[src/rtl/shf_pkg.sv]
package shf_pkg;

   typedef enum logic [2:0] {
      OP_SLL  = 3'b000,
      OP_SRL  = 3'b001,
      OP_SLA  = 3'b010,
      OP_SRA  = 3'b011,
      OP_ROL  = 3'b100,
      OP_ROR  = 3'b101,
      OP_PASA = 3'b110,
      OP_PASB = 3'b111
   } shf_op_e;

   typedef enum logic [1:0] {
      FILL_ZERO = 2'd0,
      FILL_LSB  = 2'd1,
      FILL_MSB  = 2'd2
   } shf_fill_e;

   typedef struct packed {
      logic      go_left;
      logic      rotate;
      logic      pass;
      logic      saturate;
      shf_fill_e fill;
   } shf_ctrl_t;

endpackage

[src/rtl/shf_decode.sv]
module shf_decode
   import shf_pkg::*;
#(
   parameter int N  = 32,
   localparam int SW = $clog2(N),
   localparam int CW = SW + 2
) (
   input  logic [2:0]    op_i,
   input  logic [CW-1:0] cnt_i,
   output shf_ctrl_t     ctrl_o,
   output logic [SW-1:0] amt_o
);

   localparam logic [CW-1:0] N_C = CW'(N);

   logic          neg;
   logic [CW-1:0] mag;
   logic [2:0]    eff;

   always_comb begin
      neg = cnt_i[CW-1];
      mag = neg ? (~cnt_i + 1'b1) : cnt_i;
      // a negative distance selects the mirror operation
      eff = (neg && op_i[2:1] != 2'b11) ? {op_i[2:1], ~op_i[0]} : op_i;

      ctrl_o.rotate   = (eff == OP_ROL) || (eff == OP_ROR);
      ctrl_o.go_left  = (eff == OP_SLL) || (eff == OP_SLA) || (eff == OP_ROL);
      ctrl_o.pass     = (op_i[2:1] == 2'b11) || (mag == '0);
      ctrl_o.saturate = !ctrl_o.rotate && (mag >= N_C);
      unique case (eff)
         OP_SLA:  ctrl_o.fill = FILL_LSB;
         OP_SRA:  ctrl_o.fill = FILL_MSB;
         default: ctrl_o.fill = FILL_ZERO;
      endcase
      amt_o = mag[SW-1:0];
   end

endmodule

[src/rtl/shf_stage.sv]
module shf_stage #(
   parameter int N = 32,
   parameter int S = 1
) (
   input  logic [N-1:0] d_i,
   input  logic         en_i,
   input  logic         rot_i,
   input  logic         fill_i,
   output logic [N-1:0] q_o
);

   logic [N-1:0] moved;

   for (genvar i = 0; i < N; i++) begin : g_bit
      if (i + S < N) begin : g_in
         assign moved[i] = d_i[i+S];
      end else begin : g_wrap
         assign moved[i] = rot_i ? d_i[i+S-N] : fill_i;
      end
   end

   assign q_o = en_i ? moved : d_i;

endmodule

[src/rtl/shf_barrel.sv]
module shf_barrel #(
   parameter int N  = 32,
   localparam int SW = $clog2(N)
) (
   input  logic [N-1:0]  d_i,
   input  logic [SW-1:0] amt_i,
   input  logic          rot_i,
   input  logic          fill_i,
   output logic [N-1:0]  q_o
);

   logic [N-1:0] lvl [SW+1];

   assign lvl[0] = d_i;

   for (genvar k = 0; k < SW; k++) begin : g_stage
      shf_stage #(.N(N), .S(1 << k)) u_stage (
         .d_i    (lvl[k]),
         .en_i   (amt_i[k]),
         .rot_i  (rot_i),
         .fill_i (fill_i),
         .q_o    (lvl[k+1])
      );
   end

   assign q_o = lvl[SW];

endmodule

[src/rtl/shf_unit.sv]
module shf_unit
   import shf_pkg::*;
#(
   parameter int  N       = 32,
   parameter bit  REG_OUT = 1'b1,
   localparam int SW      = $clog2(N),
   localparam int CW      = SW + 2
) (
   input  logic          clk,
   input  logic          rst_n,
   input  logic [N-1:0]  data_i,
   input  logic [2:0]    op_i,
   input  logic [CW-1:0] cnt_i,
   output logic [N-1:0]  data_o
);

   if (N < 2 || (N & (N - 1)) != 0) begin : g_bad_n
      $error("shf_unit: N must be a power of two of at least 2");
   end

   shf_ctrl_t     ctrl;
   logic [SW-1:0] amt;
   logic          fill_bit;
   logic [N-1:0]  flipped_in, barrel_out, flipped_out, result;

   shf_decode #(.N(N)) u_decode (
      .op_i   (op_i),
      .cnt_i  (cnt_i),
      .ctrl_o (ctrl),
      .amt_o  (amt)
   );

   always_comb begin
      unique case (ctrl.fill)
         FILL_LSB: fill_bit = data_i[0];
         FILL_MSB: fill_bit = data_i[N-1];
         default:  fill_bit = 1'b0;
      endcase
   end

   // left moves run through the right-moving network on a bit-reversed word
   for (genvar i = 0; i < N; i++) begin : g_rev
      assign flipped_in[i]  = ctrl.go_left ? data_i[N-1-i] : data_i[i];
      assign flipped_out[i] = ctrl.go_left ? barrel_out[N-1-i] : barrel_out[i];
   end

   shf_barrel #(.N(N)) u_barrel (
      .d_i    (flipped_in),
      .amt_i  (amt),
      .rot_i  (ctrl.rotate),
      .fill_i (fill_bit),
      .q_o    (barrel_out)
   );

   always_comb begin
      if (ctrl.pass)          result = data_i;
      else if (ctrl.saturate) result = {N{fill_bit}};
      else                    result = flipped_out;
   end

   if (REG_OUT) begin : g_reg
      always_ff @(posedge clk or negedge rst_n) begin
         if (!rst_n) data_o <= '0;
         else        data_o <= result;
      end
   end else begin : g_comb
      assign data_o = result;
   end

endmodule

[config.mk]
export PLATFORM = sky130hd
export DESIGN_NAME = shf_unit
export DESIGN_NICKNAME = d
export VERILOG_FILES = /design/src/rtl/shf_pkg.sv /design/src/rtl/shf_decode.sv /design/src/rtl/shf_stage.sv /design/src/rtl/shf_barrel.sv /design/src/rtl/shf_unit.sv
export SDC_FILE = /design/constraint.sdc
export NUM_CORES = 1
export LEC_CHECK = 0
export ABC_CLOCK_PERIOD_IN_PS = 800
export BUFFER_PORTS_ARGS = -buffer_cell sky130_fd_sc_hd__buf_2
export CAP_MARGIN = 0
export CORE_ASPECT_RATIO = 1.1
export CORE_MARGIN = 2
export CORE_UTILIZATION = 45
export CTS_BUF_LIST = sky130_fd_sc_hd__clkbuf_8
export DETAILED_ROUTE_END_ITERATION = 6
export GPL_ROUTABILITY_DRIVEN = 0
export PLACE_DENSITY = 0.73
export SLEW_MARGIN = 30
export SYNTH_ARGS = -nofsm -noshare
export SYNTH_HDL_FRONTEND = slang
export SYNTH_SLANG_ARGS = --single-unit
[constraint.sdc]
create_clock -name clk -period 0.8 [get_ports clk]
set_input_delay 0.08 -clock clk [delete_from_list [all_inputs] [get_ports clk]]
set_output_delay 0.08 -clock clk [all_outputs]
set_load 0.05 [all_outputs]
==> results of run 1 <==
## cell families after synthesis
family,count (synthesis),synth area share (%)
AO/OA/AOI/OAI,289,43.17
XOR/XNOR,9,2.217
adder cells (fa/ha/maj),1,0.2638
buffers and inverters,61,5.778
flip-flops,32,16.89
multiplexers,21,7.704
AND/OR/NAND/NOR,246,23.98
## routing by layer
metal / overflow / global-route usage [%]
met5: 0 / 5.430
met4: 20 / 54.76
met2: 12 / 74.17
met3: 0 / 41.93
met1: 0 / 61.43
## through the flow
| stage | setup WS, ns | util [%] | setup TNS [ns] |
|---|---|---|---|
| floorplan | -1.638 | - | -47.45 |
| detailed placement | -2.054 | 66.13 | -57.99 |
| global placement | -1.999 | 66.13 | -56.45 |
| CTS | -1.317 | 80.50 | -42.83 |
## repair_timing
| item | in CTS |
|---|---|
| pin swaps | 92 |
| cloned | 9 |
| endpoints found under the hold margin | 32 |
| gates resized for setup | 227 |
| setup endpoints to repair | 64 |
| hold buffers | 1 |
| setup buffers | 30 |
==> metrics.yaml, run 1 <==
status: "aborted with a tool error"
lastStage: "5_1_grt"
error: "[ERROR GRT-0116] Global routing finished with congestion. Check the congestion regions in the DRC Viewer."
place_hpwl_mm: 17.74
yosys_warnings: 0
synth.area.top_cells: "dfrtp_1, nand2_1, a22oi_1"
ys_types: 60
synth_enable_flop_cells: 0
seq_area_frac_synth_pct: 16.89
synth_area_um2: 4742
synth_cells: 659
yosysTopAreaCellShare_pct: 16.89
die_x_um: 101.9
synthFlopType: "dfrtp_1"
port_buffers: 75
initial_core_util_pct: 45.84
synth_most_common_cell: "nand2_1"
grt_max_degree: 38
cts_root_buf: "clkbuf_8"
syn_area_per_cell_um2: 7.196
track_usage_pct: 58.61
synthArstFlopShare_pct: 100.0
ys_ff_latch: 32
dp_cells: 1019
grt_pass1_wl_mm: 51.43
first_global_vias: 9013
cts_buffers: 5
rows: 39
io_pins: 76
post-synth-top-area-cell: "dfrtp_1"
grt-ovfl-total: 32
die_h_um: 111.7
syn-num-nets: 704
h-tree-depth: 2
clk_path_buf_depth: 2
placed_area_um2: 6842
synthTopCellsByCount: "nand2_1, nor2_1, o21ai_0"
cts.sinks: 32
==> inputs of run 2 (changes only) <==
Settings changed: ABC_CLOCK_PERIOD_IN_PS 800 to 1000, CORE_ASPECT_RATIO 1.1 to not set, CORE_UTILIZATION 45 to 30, CTS_BUF_LIST sky130_fd_sc_hd__clkbuf_8 to not set, PLACE_DENSITY 0.73 to not set, PLACE_DENSITY_LB_ADDON set to 0.15.
Clock period 0.8 ns to 1 ns, I/O delays scaled along.
==> run 2 against run 1 <==
  * The flow now finishes, with violations (negative setup slack)
  * Area after synthesis stayed put
  * Synthesized cell count stayed put
==> metrics.yaml, run 2 <==
violations: "negative setup slack"
finalCriticalPeriod_ns: 2.240
placed_area_um2: 7335  # was 6842 um^2
intPower_uw: 6626
hp-class: "in -> reg"
critPathLaunch: "op_i[0]"
largest_reg_flops: 32
finalWirelength_mm: 28.97
p_sw_share_pct: 47.25
critical_path_arrival_ns: 2.40
clk_path_buf_depth: 2  # unchanged
via_per_inst: 6.357
p_clk_share_pct: 13.6
syn-num-nets: 704  # unchanged
leakagePower_uw: 0.004037
relSlewSlack_pct: 71.40
cts_buffers: 5  # unchanged
ys_ff_latch: 32  # unchanged
synth_cells: 659  # unchanged
route.detailed.drc: 0
cts_root_buf: "clkbuf_16"  # was clkbuf_8
setup_viol: 32
cts_tree: "yes"
die_x_um: 129.7  # was 101.9 um
cp-endpoint: "data_o[26]"
max_cap_viol_count: 0
via_count: 7730
synthFlopType: "dfrtp_1"  # unchanged
critical_path_class: "in -> reg"
syn_area_per_cell_um2: 7.196  # unchanged
share_comb_of_total_power_pct: 73.4
layout.nets: 1049
status: "complete, but fails checks"  # was aborted with a tool error
drt-initial-drc-count: 885
hold_viol_final: 0
port_buffers: 75  # unchanged
yosysTopAreaCellShare_pct: 16.89  # unchanged
tns_ns: -37.15
drt-pass1-iter-count: 5
io_pins: 76  # unchanged
grt_pass1_wl_mm: 42.59
wl_per_cell_um: 23.82
power_density_nw_per_um2: 1327
finalWorstSetupSlack_ns: -1.240
ant_nets: 0
seq_power_share_pct: 13.0
ys_types: 60  # unchanged
syn2layout_area_growth_pct: 99.63
ir_drop_v: 0.001073
synth_enable_flop_cells: 0  # unchanged
antenna_found_initial: 0
antenna_cells: 0
post-synth-top-area-cell: "dfrtp_1"  # unchanged
cp.required_ns: 1.16
top_register: "data_o"
final_cell_mix: "buf_4, nand2_1, buf_2, nor2_1, o211ai_1"
max_freq_mhz: 446.4
synth.area.top_cells: "dfrtp_1, nand2_1, a22oi_1"  # unchanged
track_usage_pct: 33.10
crit_fanout: 7
yosys_warnings: 0  # unchanged
die-area_um2: 16830
p_sw_uw: 5935
synth_most_common_cell: "nand2_1"  # unchanged
fill_cells: 1286
slew_violations: 0
multi_input_area_um2: 4937
start_kind: "input pin"
reg.largest.list: "data_o (32)"
synthTopCellsByCount: "nand2_1, nor2_1, o21ai_0"  # unchanged
synthArstFlopShare_pct: 100.0  # unchanged
layout-drive-gt1-share_pct: 62.09
first_global_vias: 7480
grt-ovfl-total: 0
core_um2: 15310
cts.sinks: 32  # unchanged
worst_pin_slew_ns: 0.4289
rows: 45  # was 39
seq_area_um2: 800.8
finalCritPeriodShare_pct: 224.0
seq_area_frac_synth_pct: 16.89  # unchanged
place_hpwl_mm: 20.24  # was 17.74 mm
stdcell_area_um2: 9467
die_h_um: 129.7  # was 111.7 um
initial_core_util_pct: 30.96  # was 45.84%
end_kind: "flop"
clk_transition_reported_paths_ns: 0.05
pre_cts_ws_ns: -1.727  # was -2.054 ns
final_common_cell: "buf_4"
grt_max_degree: 32
h-tree-depth: 2  # unchanged
synth_area_um2: 4742  # unchanged
rsz0062_at_grt: "yes"
## run 2: what timing repair did
action / CTS / global route
gates resized for setup: 181 / 120
buffers inserted: 45 / 27
pin swaps: 90 / 64
gates cloned: 8 / 1
setup endpoints to repair: 33 / 34
endpoints found under the hold margin: 15 / 0
hold buffers: 1 / 0
## run 2: layer usage
layer | wire, um | track usage [%] | up-vias
met5 | 0 | 0 | -
met4 | 2092 | 18.03 | 0
met3 | 3249 | 7.790 | 199
met2 | 13090 | 53.22 | 609
met1 | 10540 | 41.03 | 3647
li1 | - | - | 3275
## run 2: cell type report
type	instances	share of cell area, %
flip-flops and latches	32	8.459
clock inverters	2	0.3701
inverters	3	0.2247
multi-input cells	567	52.15
clock buffers	6	1.361
repair buffers	395	34.64
well taps	211	2.789
## run 2: worst min path at each step
stage / from / slack (ns) / depth (start not counted) / to
5_1_grt: data_i[4] / 0.19 / 3 / data_o[4]
3_3_place_gp: rst_n / 0.03 / 1 / data_o[3]
3_5_place_dp: rst_n / 0.04 / 1 / data_o[3]
4_1_cts: data_i[2] / 0.16 / 3 / data_o[2]
2_1_floorplan: rst_n / -0.20 / 0 / data_o[0]
6_report: data_i[4] / 0.18 / 3 / data_o[4]
## run 2: per-stage QoR
stage | cells | hold WS [ns] | power [uW] | utilization, %
global placement | 1138 | 0.02986 | 8446 | 47.89
detailed placement | 1138 | 0.04232 | 8506 | 47.89
global route | 1216 | 0.1853 | 12970 | 61.81
finish | 1216 | 0.1771 | 12560 | 61.81
floorplan | 659 | -0.1956 | 5584 | -
CTS | 1195 | 0.1562 | 11530 | 57.58
## run 2: worst max-delay path, stage by stage
cell and delay [ns]:
buf_12 0.11, xnor2_4 0.22, buf_8 0.21, buf_8 0.13
a22o_1 0.16, nand2_2 0.11, mux4_2 0.55, mux2_4 0.31
mux2_4 0.28, o221ai_2 0.15, a21oi_1 0.06
## run 2: kinds of logic after synthesis
| logic type | Yosys count | synth area share, % |
|---|---|---|
| buf+inv | 61 | 5.778 |
| fa+ha+maj | 1 | 0.2638 |
| flops | 32 | 16.89 |
| compound gates | 289 | 43.17 |
| simple gates | 246 | 23.98 |
| mux | 21 | 7.704 |
| xor+xnor | 9 | 2.217 |
## run 2: power by group through the flow
| stage | sequential [uW] | combinational (uW) | clock (uW) |
|---|---|---|---|
| finish | 1630 | 9220 | 1710 |
| floorplan | 2660 | 2920 | 0 |
| global placement | 1650 | 6790 | 0 |
| global route | 1660 | 9530 | 1780 |
| CTS | 1640 | 8180 | 1710 |
| detailed placement | 1650 | 6850 | 0 |
Note: power is estimated with default switching activity, not from simulation.
==> inputs of run 3 (changes only) <==
Settings changed: ABC_CLOCK_PERIOD_IN_PS 1000 to 1810, CAP_MARGIN 0 to not set.
Clock period 1 ns to 1.81 ns, I/O delays scaled along.
==> run 3 against run 2 <==
  * The flow still finishes with violations (negative setup slack)
  * Hold slack gained 0.078 ns
  * Setup slack better by 0.63 ns
  * Clock power down 52%
  * Critical path type unchanged
  * Critical endpoint is now data_o[22]
  * Largest cell class unchanged
==> metrics.yaml, run 3 (synthesis results as in run 2) <==
hp-start: "data_i[4]"  # unchanged
core_um2: 15310  # unchanged
track_usage_pct: 31.35  # was 33.10%
drt-pass1-iter-count: 7  # was 5
status: "complete, but fails checks"  # unchanged
critPathLaunch: "cnt_i[0]"  # was op_i[0]
finalCritPeriodShare_pct: 133.9
p_sw_share_pct: 48.16  # was 47.25%
route.detailed.drc: 0  # unchanged
cts_buffers: 5  # unchanged
rsz0062_at_grt: "yes"  # unchanged
ant_nets: 0  # unchanged
finalCriticalPeriod_ns: 2.423
rows: 45  # unchanged
end_kind: "flop"  # unchanged
drt-initial-drc-count: 1002  # was 885
intPower_uw: 3401  # was 6626 uW
largest_reg_flops: 32  # unchanged
power_density_nw_per_um2: 725.1  # was 1327 nW/um^2
grt-ovfl-total: 0  # unchanged
final_common_cell: "buf_4"  # unchanged
finalWirelength_mm: 27.60  # was 28.97 mm
grt_pass1_wl_mm: 40.10  # was 42.59 mm
worst_pin_slew_ns: 0.6925  # was 0.4289 ns
p_clk_share_pct: 12.6  # was 13.6%
via_per_inst: 6.234  # was 6.357
die-area_um2: 16830  # unchanged
layout-drive-gt1-share_pct: 57.23  # was 62.09%
share_comb_of_total_power_pct: 73.6  # was 73.4%
layout.nets: 1033  # was 1049
die_x_um: 129.7  # unchanged
finalWorstSetupSlack_ns: -0.6133  # was -1.240 ns
tns_ns: -15.58  # was -37.15 ns
critical_path_class: "in -> reg"  # unchanged
hold_viol_final: 0  # unchanged
reg.largest.list: "data_o (32)"  # unchanged
cts_root_buf: "clkbuf_16"  # unchanged
relSlewSlack_pct: 53.83  # was 71.40%
max_cap_viol_count: 0  # unchanged
syn2layout_area_growth_pct: 90.79  # was 99.63%
setup_viol: 32  # unchanged
stdcell_area_um2: 9047  # was 9467 um^2
die_h_um: 129.7  # unchanged
max_freq_mhz: 412.7
wl_per_cell_um: 23.00  # was 23.82 um
cts_tree: "yes"  # unchanged
cp.required_ns: 1.97  # was 1.16 ns
final_cell_mix: "buf_4, nand2_1, buf_2, nor2_1, o211ai_1"  # unchanged
ir_drop_v: 0.0004946  # was 0.001073 V
violations: "negative setup slack"  # unchanged
first_global_vias: 7104  # was 7480
via_count: 7481  # was 7730
critical_path_arrival_ns: 2.58  # was 2.40 ns
h-tree-depth: 2  # unchanged
start_kind: "input pin"  # unchanged
leakagePower_uw: 0.003850  # was 0.004037 uW
initial_core_util_pct: 30.96  # unchanged
clk_path_buf_depth: 2  # unchanged
crit_fanout: 18  # was 7
placed_area_um2: 7310  # was 7335 um^2
place_hpwl_mm: 20.18  # was 20.24 mm
antenna_found_initial: 0  # unchanged
port_buffers: 75  # unchanged
slew_violations: 0  # unchanged
grt_max_degree: 33  # was 32
clk_transition_reported_paths_ns: 0.05  # about the same
antenna_cells: 0  # unchanged
top_register: "data_o"  # unchanged
hp-class: "in -> reg"  # unchanged
cts.sinks: 32  # unchanged
p_sw_uw: 3159  # was 5935 uW
seq_power_share_pct: 13.8  # was 13.0%
io_pins: 76  # unchanged
==> run 3: changes by cell type in the layout (fill, tap and decap cells not counted), moves of 7 or more <==
| cell | before | now |
|---|---|---|
| a211oi_1 | 9 | 18 |
| buf_4 | 267 | 255 |
| nand2b_1 | 21 | 32 |
| nand2b_4 | 14 | 3 |
| nand3_1 | 8 | 15 |
| nand3_2 | 11 | 4 |
| o21ai_0 | 20 | 27 |
==> run 3: routing by layer <==
metal  share of wire (%)  track usage, %
met3                  11           7.298
met4                 6.4           16.51
met5                   0               0
met2                  45           50.26
met1                  38           39.26
==> run 3: worst paths after layout <==
| path | to | cells after the start |
|---|---|---|
| setup / recovery | data_o[22] | 10 |
| hold / removal | data_o[4] | 3 |
| max in group asynchronous | data_o[4] | 2 |
| min in group asynchronous | data_o[3] | 2 |
==> run 3: cell type report <==
| cell class | count | area [um^2] |
|---|---|---|
| fill | 1343 | 6267 |
| inverter | 3 | 18.77 |
| clock buffer | 5 | 125.1 |
| clock inverter | 3 | 18.77 |
| timing repair buffer | 379 | 3179 |
| tap | 211 | 264.0 |
| sequential | 32 | 800.8 |
| multi-input combinational | 567 | 4641 |
==> run 3: stage by stage <==
stage | total power (uW) | util, % | setup slack [ns] | instances | hold slack, ns
CTS | 6034 | 54.94 | -0.5294 | 1183 | 0.2487
global placement | 4667 | 47.73 | -0.9651 | 1138 | 0.2480
finish | 6561 | 59.08 | -0.6133 | 1200 | 0.2547
detailed placement | 4695 | 47.73 | -0.9857 | 1138 | 0.2613
floorplan | 3085 | - | -0.7290 | 659 | -0.1146
global route | 6786 | 59.08 | -0.6427 | 1200 | 0.2806
==> run 3: timing repair <==
action	CTS	global route
setup buffers	28	20
gates resized for setup	118	102
endpoints found under the setup margin	32	32
cloned	8	1
pin swaps	41	86
hold buffers	1	0
hold endpoints to repair	32	0
==> run 3: power by group through the flow <==
stage	Combinational, uW	Clock, uW	Sequential (uW)
after floorplan	1620	0	1470
after global placement	3750	0	916
after detailed placement	3780	0	919
after CTS	4300	823	907
after global routing	5010	855	924
final	4830	825	905
==> run 3: worst max-delay path, cell delays in order <==
cell and delay (ns):
buf_12 0.12, buf_4 0.13, buf_4 0.17, o31ai_2 0.24, buf_4 0.17, xor2_2 0.38
buf_4 0.34, mux2i_1 0.36, o32ai_2 0.14, o32a_1 0.36
==> inputs of run 4 (changes only) <==
Settings changed: CORE_ASPECT_RATIO set to 1.1.
==> run 4 against run 3 <==
  * The run still ends with negative setup slack left
  * Routed wire length down 0.92%
  * First-iteration DRC count down 13%
  * Cell count down 4.3%
  * Sequential share of layout area up 0.44 points
  * Clock power up 16%
  * Critical path depth up 1
  * Non-clock buffer count down 41
  * Critical path type unchanged
  * Largest cell class unchanged
==> metrics.yaml, run 4 (synthesis results as in run 2) <==
status: "complete, but fails checks"  # unchanged
violations: "negative setup slack"  # unchanged
final_common_cell: "buf_4"  # unchanged
hold_ws_ns: 0.2573  # was 0.2547 ns
grt_pass1_wl_mm: 40.03  # was 40.10 mm
finalCritPeriodShare_pct: 130.1  # was 133.9%
start_kind: "input pin"  # unchanged
cp.required_ns: 1.97  # about the same
port_buffers: 75  # unchanged
antenna_cells: 0  # unchanged
cts_buffers: 5  # unchanged
hp-class: "in -> reg"  # unchanged
place_hpwl_mm: 20.24  # was 20.18 mm
p_clk_share_pct: 14.7  # was 12.6%
layout.nets: 992  # was 1033
top_register: "data_o"  # unchanged
cts_tree: "yes"  # unchanged
clk_transition_reported_paths_ns: 0.05  # about the same
largest_reg_flops: 32  # unchanged
first_global_vias: 7055  # was 7104
io_pins: 76  # unchanged
fill_cells: 1439  # was 1343
finalWorstSetupSlack_ns: -0.5450  # was -0.6133 ns
hold_viol_final: 0  # unchanged
rows: 48  # was 45
track_usage_pct: 31.65  # was 31.35%
crit_fanout: 5  # was 18
p_sw_share_pct: 47.43  # was 48.16%
layout-drive-gt1-share_pct: 54.01  # was 57.23%
worst_pin_slew_ns: 0.7110  # was 0.6925 ns
route.detailed.drc: 0  # unchanged
share_comb_of_total_power_pct: 71.5  # was 73.6%
finalCriticalPeriod_ns: 2.355  # was 2.423 ns
ant_nets: 0  # unchanged
critical_path_class: "in -> reg"  # unchanged
initial_core_util_pct: 30.49  # was 30.96%
grt_max_degree: 34  # was 33
die_x_um: 123.9  # was 129.7 um
leakagePower_uw: 0.003633  # was 0.003850 uW
drt-pass1-iter-count: 5  # was 7
clk_path_buf_depth: 2  # unchanged
slew_violations: 0  # unchanged
wl_per_cell_um: 23.82  # was 23.00 um
intPower_uw: 3426  # was 3401 uW
grt-ovfl-total: 0  # unchanged
finalWirelength_mm: 27.34  # was 27.60 mm
via_per_inst: 6.294  # was 6.234
tns_ns: -13.63  # was -15.58 ns
die_h_um: 135.9  # was 129.7 um
drt-initial-drc-count: 876  # was 1002
p_sw_uw: 3091  # was 3159 uW
antenna_found_initial: 0  # unchanged
end_kind: "flop"  # unchanged
cts.sinks: 32  # unchanged
cts_root_buf: "clkbuf_16"  # unchanged
ir_drop_v: 0.0003835  # was 0.0004946 V
core_um2: 15550  # was 15310 um^2
final_cell_mix: "buf_4, nand2_1, buf_2, nor2_1, o211ai_1"  # unchanged
syn2layout_area_growth_pct: 81.69  # was 90.79%
critical_path_arrival_ns: 2.51  # was 2.58 ns
max_freq_mhz: 424.6  # was 412.7 MHz
rsz0062_at_grt: "yes"  # unchanged
reg.largest.list: "data_o (32)"  # unchanged
h-tree-depth: 2  # unchanged
power_uw: 6517  # was 6561 uW
setup_viol: 32  # unchanged
relSlewSlack_pct: 52.60  # was 53.83%
via_count: 7225  # was 7481
max_cap_viol_count: 0  # unchanged
seq_power_share_pct: 13.8  # about the same
die-area_um2: 16830  # about the same
power_density_nw_per_um2: 756.4  # was 725.1 nW/um^2
## run 4: cell count changes in the layout (fill, tap and decap cells not counted), moves of 3 or more
cell / change
a21oi_1: +3
a21oi_2: -4
a22oi_1: +6
a22oi_2: -6
buf_12: -7
buf_4: -38
buf_6: +5
nor2_1: -5
nor2_4: +3
o21ai_1: +6
o21ai_2: -5
## run 4: cell type report
class	count	area [um^2]	area share [%]
well taps	200	250.2	2.904
repair buffers	338	2785	32.33
clock buffers	6	128.9	1.496
clock inverters	2	35.03	0.4066
multi-input cells	567	4602	53.41
flip-flops and latches	32	800.8	9.294
inverters	3	13.76	0.1597
## run 4: per-stage QoR
stage / std cells / setup WS (ns) / util (%) / instance area [um^2]
2_1_floorplan: 659 / -0.7290 / - / 4942
3_3_place_gp: 1106 / -1.033 / 45.41 / 7063
3_5_place_dp: 1106 / -1.074 / 45.41 / 7063
4_1_cts: 1136 / -0.4877 / 51.46 / 8004
5_1_grt: 1148 / -0.5820 / 55.39 / 8616
6_report: 1148 / -0.5450 / 55.39 / 8616
## run 4: path summary, 6_finish.rpt
| path | startpoint | to | depth (start not counted) |
|---|---|---|---|
| worst max-delay path | cnt_i[6] | data_o[22] | 11 |
| worst min-delay path | data_i[2] | data_o[2] | 3 |
| max in group asynchronous | rst_n | data_o[0] | 2 |
| min in group asynchronous | rst_n | data_o[12] | 2 |
## run 4: per-layer routing
layer | global-route usage (%) | vias to the layer above | part of all wire [%]
met1 | 39.77 | 3390 | 38
met5 | 0 | - | 0
met4 | 19.38 | 0 | 7.9
met2 | 51.71 | 524 | 45
li1 | - | 3159 | -
met3 | 3.272 | 152 | 9.0
## run 4: repair_timing
action	4_1_cts	5_1_grt
cloned	6	3
hold buffers	1	0
gates resized for setup	123	96
pin swaps	52	60
setup buffers	18	14
endpoints found under the setup margin	32	32
endpoints found under the hold margin	32	0
## run 4: critical path, stage by stage
cell and delay, ns:
buf_12 0.11, xnor2_4 0.21, buf_6 0.17, buf_16 0.13, a22oi_2 0.09, buf_4 0.15, or2_4 0.26, mux4_2 0.55
a21oi_4 0.22, o32ai_1 0.10, o32a_1 0.34
## run 4: power groups by stage
stage	logic (uW)	clock network (uW)	registers (uW)
2_1_floorplan	1620	0	1470
3_3_place_gp	3710	0	913
3_5_place_dp	3740	0	914
4_1_cts	4170	966	902
5_1_grt	4830	991	918
6_report	4660	958	901
